File: src/rtl/sbw_pkg.sv
package sbw_pkg;
  localparam int unsigned WORD_W = 32;
  localparam int unsigned WORD_B = WORD_W / 8;
  localparam int unsigned OFS_W  = $clog2(WORD_B);

  typedef enum logic [2:0] {
    ST_IDLE,
    ST_RD_REQ,
    ST_RD_WAIT,
    ST_WR_REQ,
    ST_WR_WAIT,
    ST_RSP
  } sbw_state_e;
endpackage

File: src/rtl/sbw_decode.sv
module sbw_decode
  import sbw_pkg::*;
#(
  parameter int unsigned SIZE_W = 3
) (
  input  logic [OFS_W-1:0]  ofs_i,
  input  logic [SIZE_W-1:0] size_i,
  output logic              err_o,
  output logic              full_o,
  output logic [WORD_B-1:0] lane_sel_o
);
  localparam logic [WORD_B-1:0] SEL_B = WORD_B'(1);
  localparam logic [WORD_B-1:0] SEL_H = WORD_B'(3);

  always_comb begin
    err_o      = 1'b1;
    full_o     = 1'b0;
    lane_sel_o = '0;
    if (size_i == SIZE_W'(1)) begin
      err_o      = 1'b0;
      lane_sel_o = SEL_B << ofs_i;
    end else if (size_i == SIZE_W'(2)) begin
      err_o      = ofs_i[0];
      lane_sel_o = SEL_H << ofs_i;
    end else if (size_i == SIZE_W'(WORD_B)) begin
      err_o      = |ofs_i;
      full_o     = 1'b1;
      lane_sel_o = '1;
    end
  end
endmodule

File: src/rtl/sbw_lane.sv
module sbw_lane
  import sbw_pkg::*;
(
  input  logic [WORD_W-1:0] old_i,
  input  logic [WORD_W-1:0] wdata_i,
  input  logic [OFS_W-1:0]  ofs_i,
  input  logic [WORD_B-1:0] lane_sel_i,
  output logic [WORD_W-1:0] rd_o,
  output logic [WORD_W-1:0] merged_o
);
  logic [WORD_W-1:0]   bit_mask;
  logic [WORD_W-1:0]   ins;
  logic [OFS_W+2:0]    shamt;

  assign shamt = {ofs_i, 3'b000};
  assign ins   = wdata_i << shamt;

  for (genvar g = 0; g < WORD_B; g++) begin : g_lane
    assign bit_mask[8*g +: 8] = {8{lane_sel_i[g]}};
    assign merged_o[8*g +: 8] = lane_sel_i[g] ? ins[8*g +: 8] : old_i[8*g +: 8];
  end

  assign rd_o = (old_i & bit_mask) >> shamt;
endmodule

File: src/rtl/sbw_ctrl.sv
module sbw_ctrl
  import sbw_pkg::*;
(
  input  logic       clk_i,
  input  logic       rst_ni,
  input  logic       req_valid_i,
  input  logic       req_write_i,
  input  logic       req_err_i,
  input  logic       req_full_i,
  input  logic       lat_write_i,
  input  logic       tgt_ready_i,
  input  logic       tgt_rvalid_i,
  input  logic       rsp_ready_i,
  output sbw_state_e state_o,
  output logic       req_ready_o,
  output logic       tgt_valid_o,
  output logic       tgt_write_o,
  output logic       rsp_valid_o
);
  sbw_state_e state_q, state_d;

  always_comb begin
    state_d = state_q;
    unique case (state_q)
      ST_IDLE: if (req_valid_i) begin
        if (req_err_i)                    state_d = ST_RSP;
        else if (req_write_i && req_full_i) state_d = ST_WR_REQ;
        else                              state_d = ST_RD_REQ;
      end
      ST_RD_REQ:  if (tgt_ready_i)  state_d = ST_RD_WAIT;
      ST_RD_WAIT: if (tgt_rvalid_i) state_d = lat_write_i ? ST_WR_REQ : ST_RSP;
      ST_WR_REQ:  if (tgt_ready_i)  state_d = ST_WR_WAIT;
      ST_WR_WAIT: if (tgt_rvalid_i) state_d = ST_RSP;
      ST_RSP:     if (rsp_ready_i)  state_d = ST_IDLE;
      default:                      state_d = ST_IDLE;
    endcase
  end

  always_ff @(posedge clk_i or negedge rst_ni) begin
    if (!rst_ni) state_q <= ST_IDLE;
    else         state_q <= state_d;
  end

  assign state_o     = state_q;
  assign req_ready_o = (state_q == ST_IDLE);
  assign tgt_valid_o = (state_q == ST_RD_REQ) || (state_q == ST_WR_REQ);
  assign tgt_write_o = (state_q == ST_WR_REQ);
  assign rsp_valid_o = (state_q == ST_RSP);

  AST_RSP_VALID_HOLD: assert property (@(posedge clk_i) disable iff (!rst_ni)
    rsp_valid_o && !rsp_ready_i |=> rsp_valid_o);
  AST_TGT_VALID_HOLD: assert property (@(posedge clk_i) disable iff (!rst_ni)
    tgt_valid_o && !tgt_ready_i |=> tgt_valid_o && $stable(tgt_write_o));
  AST_ACCEPT_AFTER_RSP: assert property (@(posedge clk_i) disable iff (!rst_ni)
    $rose(req_ready_o) |-> $past(rsp_valid_o && rsp_ready_i));
endmodule

File: src/rtl/subword_bridge.sv
module subword_bridge
  import sbw_pkg::*;
#(
  parameter int unsigned ADDR_W = 16,
  parameter int unsigned SIZE_W = 3
) (
  input  logic              clk_i,
  input  logic              rst_ni,
  input  logic              req_valid_i,
  output logic              req_ready_o,
  input  logic              req_write_i,
  input  logic [ADDR_W-1:0] req_addr_i,
  input  logic [SIZE_W-1:0] req_size_i,
  input  logic [WORD_W-1:0] req_wdata_i,
  output logic              rsp_valid_o,
  input  logic              rsp_ready_i,
  output logic [WORD_W-1:0] rsp_rdata_o,
  output logic              rsp_err_o,
  output logic              tgt_valid_o,
  input  logic              tgt_ready_i,
  output logic              tgt_write_o,
  output logic [ADDR_W-1:0] tgt_addr_o,
  output logic [WORD_W-1:0] tgt_wdata_o,
  input  logic              tgt_rvalid_i,
  input  logic [WORD_W-1:0] tgt_rdata_i
);
  sbw_state_e        state;
  logic              req_fire;
  logic              dec_err, dec_full;
  logic [WORD_B-1:0] dec_sel;

  logic [ADDR_W-1:0] lat_addr;
  logic [WORD_W-1:0] lat_wdata;
  logic [WORD_B-1:0] lat_sel;
  logic              lat_write, lat_err, lat_full;
  logic [WORD_W-1:0] wr_word;
  logic [WORD_W-1:0] rsp_data;
  logic              rsp_err;
  logic [WORD_W-1:0] rd_val, merged;

  sbw_decode #(.SIZE_W(SIZE_W)) u_dec (
    .ofs_i      (req_addr_i[OFS_W-1:0]),
    .size_i     (req_size_i),
    .err_o      (dec_err),
    .full_o     (dec_full),
    .lane_sel_o (dec_sel)
  );

  sbw_ctrl u_ctrl (
    .clk_i        (clk_i),
    .rst_ni       (rst_ni),
    .req_valid_i  (req_valid_i),
    .req_write_i  (req_write_i),
    .req_err_i    (dec_err),
    .req_full_i   (dec_full),
    .lat_write_i  (lat_write),
    .tgt_ready_i  (tgt_ready_i),
    .tgt_rvalid_i (tgt_rvalid_i),
    .rsp_ready_i  (rsp_ready_i),
    .state_o      (state),
    .req_ready_o  (req_ready_o),
    .tgt_valid_o  (tgt_valid_o),
    .tgt_write_o  (tgt_write_o),
    .rsp_valid_o  (rsp_valid_o)
  );

  sbw_lane u_lane (
    .old_i      (tgt_rdata_i),
    .wdata_i    (lat_wdata),
    .ofs_i      (lat_addr[OFS_W-1:0]),
    .lane_sel_i (lat_sel),
    .rd_o       (rd_val),
    .merged_o   (merged)
  );

  assign req_fire = req_valid_i && req_ready_o;

  always_ff @(posedge clk_i or negedge rst_ni) begin
    if (!rst_ni) begin
      lat_addr  <= '0;
      lat_wdata <= '0;
      lat_sel   <= '0;
      lat_write <= 1'b0;
      lat_err   <= 1'b0;
      lat_full  <= 1'b0;
    end else if (req_fire) begin
      lat_addr  <= req_addr_i;
      lat_wdata <= req_wdata_i;
      lat_sel   <= dec_sel;
      lat_write <= req_write_i;
      lat_err   <= dec_err;
      lat_full  <= dec_full;
    end
  end

  always_ff @(posedge clk_i or negedge rst_ni) begin
    if (!rst_ni) begin
      wr_word  <= '0;
      rsp_data <= '0;
      rsp_err  <= 1'b0;
    end else if (req_fire) begin
      rsp_err  <= dec_err;
      rsp_data <= (dec_err && !req_write_i) ? '1 : '0;
      if (req_write_i && dec_full) wr_word <= req_wdata_i;
    end else if (tgt_rvalid_i && state == ST_RD_WAIT) begin
      if (lat_write) wr_word  <= merged;
      else           rsp_data <= rd_val;
    end else if (tgt_rvalid_i && state == ST_WR_WAIT) begin
      rsp_data <= '0;
    end
  end

  assign tgt_addr_o  = {lat_addr[ADDR_W-1:OFS_W], {OFS_W{1'b0}}};
  assign tgt_wdata_o = wr_word;
  assign rsp_rdata_o = rsp_data;
  assign rsp_err_o   = rsp_err;

  AST_TGT_FIELDS_HOLD: assert property (@(posedge clk_i) disable iff (!rst_ni)
    tgt_valid_o && !tgt_ready_i |=> $stable(tgt_addr_o) && $stable(tgt_wdata_o));
  AST_RSP_DATA_HOLD: assert property (@(posedge clk_i) disable iff (!rst_ni)
    rsp_valid_o && !rsp_ready_i |=> $stable(rsp_rdata_o) && $stable(rsp_err_o));
  AST_ERR_RD_ONES: assert property (@(posedge clk_i) disable iff (!rst_ni)
    rsp_valid_o && rsp_err_o && !lat_write |-> rsp_rdata_o == '1);
  AST_NARROW_RD_ZERO: assert property (@(posedge clk_i) disable iff (!rst_ni)
    rsp_valid_o && !rsp_err_o && !lat_write && $countones(lat_sel) == 1
    |-> rsp_rdata_o[WORD_W-1:8] == '0);
  AST_FULL_WR_NO_READ: assert property (@(posedge clk_i) disable iff (!rst_ni)
    tgt_valid_o && !tgt_write_o |-> !(lat_write && lat_full));
  AST_NO_ACCESS_ON_ERR: assert property (@(posedge clk_i) disable iff (!rst_ni)
    tgt_valid_o |-> !lat_err);
endmodule

File: config.mk
export PLATFORM = sky130hd
export DESIGN_NAME = subword_bridge
export DESIGN_NICKNAME = d
export VERILOG_FILES = /design/src/rtl/sbw_pkg.sv /design/src/rtl/sbw_decode.sv /design/src/rtl/sbw_lane.sv /design/src/rtl/sbw_ctrl.sv /design/src/rtl/subword_bridge.sv
export SDC_FILE = /design/constraint.sdc
export NUM_CORES = 1
export LEC_CHECK = 0
export BUFFER_PORTS_ARGS = -buffer_cell sky130_fd_sc_hd__buf_2
export CORE_MARGIN = 3
export CORE_UTILIZATION = 40
export CTS_BUF_LIST = sky130_fd_sc_hd__clkbuf_8
export DETAILED_ROUTE_END_ITERATION = 8
export PLACE_DENSITY = 0.61
export REMOVE_ABC_BUFFERS = 1
export SLEW_MARGIN = 40
export SYNTH_ARGS = -nofsm -noshare
export SYNTH_HDL_FRONTEND = slang
export SYNTH_SLANG_ARGS = --single-unit
File: constraint.sdc
create_clock -name clk_i -period 2.6 [get_ports clk_i]
set_input_delay 0.39 -clock clk_i [delete_from_list [all_inputs] [get_ports clk_i]]
set_output_delay 0.39 -clock clk_i [all_outputs]
set_load 0.005 [all_outputs]
==> metrics <==
run status completed; Post-synth EDFFs 0; # setup viols final 0; drt pass-1 iters 5; LEAKAGE 3.88 nW; async set-reset flop share out of synthesis 100%; H-tree levels 4; CP Data Arrival Time 2530 ps; global placement routability congestion 0.824; final antenna-violating net count 0; final worst slack 470 ps; CP Depth 3; top cells by area, synth dfrtp_1, nand2_1, mux2i_1; Core Region 16100 um2; combinational share of power 47.4%; R2R Setup Slk 470 ps; Ant. Diodes 0; minimum clock period 2130 ps; Gate Count Post-Synth 729; # DRC 0; met2 WL 9.91 mm; R2R depth 3; Top Layer Used met4; maxcap violations 0; DP HPWL 15.2 mm; P_sw 4.02 mW; clk_lat worst skew 460 ps; crit path capture type flop; fin nets 983; number of cell rows 46; Synth top area share 45.3%; CP required 3000 ps; top_reg_cell synth dfrtp_1; metal3 WL 1.92 mm; peak supply drop 0.000473 V; setup_tns 0 ps; CTS Buf Count 17; total track usage 24.3%; CTS tree yes; part of the Yosys area used for sequential elements 45.3%; syn_area_per_cell 9.17 um2; FF+latch count, synth 121; top-level I/O count 175; critical path class reg -> reg; Final Max Tran Viols 0; clock buffer depth 2; crit path to rsp_rdata_o[18]; M1 WL 9.58 mm; CTS sink cnt 121; global-route wire length before repair 34.0 mm; Rel. slew slack 46.3%; Die X 135 um; yosys warns 0; area delta synth->final 22.4%; Power Total 9.76 mW; Hold Crit Class in -> reg; DRT iter0 DRCs 430; vias per std cell 5.48; initial antenna violation count 0; RSZ-0062 raised after global routing false; Buffers & Inverters on Critical Path 0; WL final 21.8 mm; Avg WL per Cell 19.6 um; cell taking the most area after synthesis dfrtp_1; CP Launch Type flop; Initial Util 41.5%; ratio of cells with drive above 1 in the final layout 30.7%; Cell Chain, Critical Path or4b_4 -> o31ai_4 -> o22a_2; clock slew at the register clock pins of the worst setup and hold paths 70 ps; final core occ 50.8%; Distinct cells, synth 52; crit path max fanout 16; Fin. Hold Viols 0; number of global-route vias before repair 5900; Slew @ Worst Pin 794 ps; Crit-path slowest cell o31ai_4; Root Buffer clkbuf_8; grt total ovfl 0; Netlist Area Pre-Place 6680 um2; post-CTS sizing 0; worst slack, placed 340 ps; Die Span Y 135 um; clk_skew 7.89 ps; register share of total power 36.9%; critical path's top delay family compound AO/OA/AOI/OAI gates; largest net degree at the start of global routing 53; Crit Reg-Reg Endpoint rsp_rdata_o[18]; Pint 5.74 mW; detailed-route via count 6125; commonest cells in the netlist nand2_1, dfrtp_1, o21ai_0, nor2_1, mux2i_1; crit share post-route 81.9%; count leader, synth nand2_1; hold slack 121 ps; die area 18300 um2; Clock power frac 15.7%; fmax 0.469 GHz; worst r2r src u_ctrl.state_o[2]; crit path from u_ctrl.state_o[2]; switching share of total power 41.2%; slowest cell delay on critical path 700 ps; port bufs 172; PwrDens 1190 nW/um2
-- area by class of cell --
type | count | area, um2
timing repair buffer | 214 | 1260
sequential | 121 | 3030
tap | 216 | 270
fill | 1541 | 7940
inverter | 14 | 52.6
clock inverter | 12 | 83.8
multi-input combinational | 521 | 3230
clock buffer | 19 | 262
-- state kept, by name, indices dropped and copies added, names as in the netlist --
register	flops
rsp_rdata_o	32
lat_write	1
tgt_wdata_o	32
u_ctrl.state_o	3
lat_addr	16
lat_sel	4
lat_wdata	32
rsp_err_o	1
-- what timing repair did --
| item | in CTS | in global routing |
|---|---|---|
| buffers inserted | 0 | 0 |
| endpoints found under the hold margin | 38 | 0 |
| hold buffers | 1 | 0 |
-- worst register-to-register path, delay by kind of cell, from the launching register on --
| kind | cells | cell delay (ps) |
|---|---|---|
| AND/OR/NAND/NOR | 1 | 630 |
| AO/OA/AOI/OAI | 2 | 980 |
| flip-flops | 1 | 460 |
-- placed cells by master, fill, tap and decap left out, types with 3 or more instances in the layout --
master | synthesis | layout
dfrtp_1 | 121 | 120
a21oi_2 | 10 | 10
nand3b_1 | 10 | 10
nor2_1 | 37 | 37
and2_1 | 11 | 11
a221o_1 | 7 | 7
clkinv_2 | 0 | 10
o221ai_1 | 8 | 8
nor2b_1 | 13 | 13
o21ai_0 | 52 | 52
inv_1 | 14 | 15
o2bb2ai_1 | 8 | 8
o22a_2 | 6 | 6
o22ai_1 | 10 | 10
nand2_1 | 183 | 183
buf_12 | 0 | 6
nor3b_1 | 3 | 3
mux2i_1 | 33 | 33
a2bb2oi_1 | 11 | 11
nand2b_1 | 3 | 3
ha_1 | 4 | 4
a21oi_1 | 28 | 28
buf_2 | 15 | 171
nand4bb_1 | 3 | 3
a211oi_1 | 8 | 8
a221oi_1 | 8 | 8
a31oi_1 | 17 | 17
o22a_1 | 10 | 10
buf_4 | 17 | 36
mux4_2 | 7 | 7
nand3_1 | 8 | 8
clkbuf_8 | 0 | 19
-- kinds of logic after synthesis --
group,after synthesis,share of synthesized area (%)
fa+ha+maj,4,0.749
other cells,1,0.0561
buf+inv,88,6.74
flops,121,45.3
simple gates,283,19.4
compound gates,192,20.4
mux,40,7.30
-- metrics by stage --
stage	area, um2	instances
CTS	8180	1117
floorplan	6290	656
global placement	7800	1084
global route	8180	1117
detailed placement	7830	1085
finish	8180	1117
-- layer usage --
layer  GRT usage, %  vias up
met5              0        -
met4           8.17        0
met3           5.65       32
met2           37.6      272
met1           33.7     2950
li1               -     2871
-- power groups by stage --
| stage | Combinational [mW] | Sequential (mW) | Clock, mW |
|---|---|---|---|
| floorplan | 2.39 | 3.72 | 0 |
| global placement | 4.54 | 3.61 | 0 |
| detailed placement | 4.64 | 3.61 | 0 |
| CTS | 4.64 | 3.60 | 1.56 |
| global route | 5.12 | 3.73 | 1.64 |
| finish | 4.62 | 3.60 | 1.54 |
-- worst min-delay path by stage --
stage	start	cells past startpoint	slack, ps	endpoint
after global routing	req_addr_i[5]	3	120	lat_addr[5]
after floorplan	rst_ni	0	90	lat_addr[0]
after CTS	req_addr_i[15]	3	100	lat_addr[15]
after global placement	rst_ni	1	440	tgt_wdata_o[28]
final	req_addr_i[6]	3	120	lat_addr[6]
after detailed placement	rst_ni	1	430	tgt_wdata_o[28]
No activity file was read; power rests on OpenSTA's default activity.
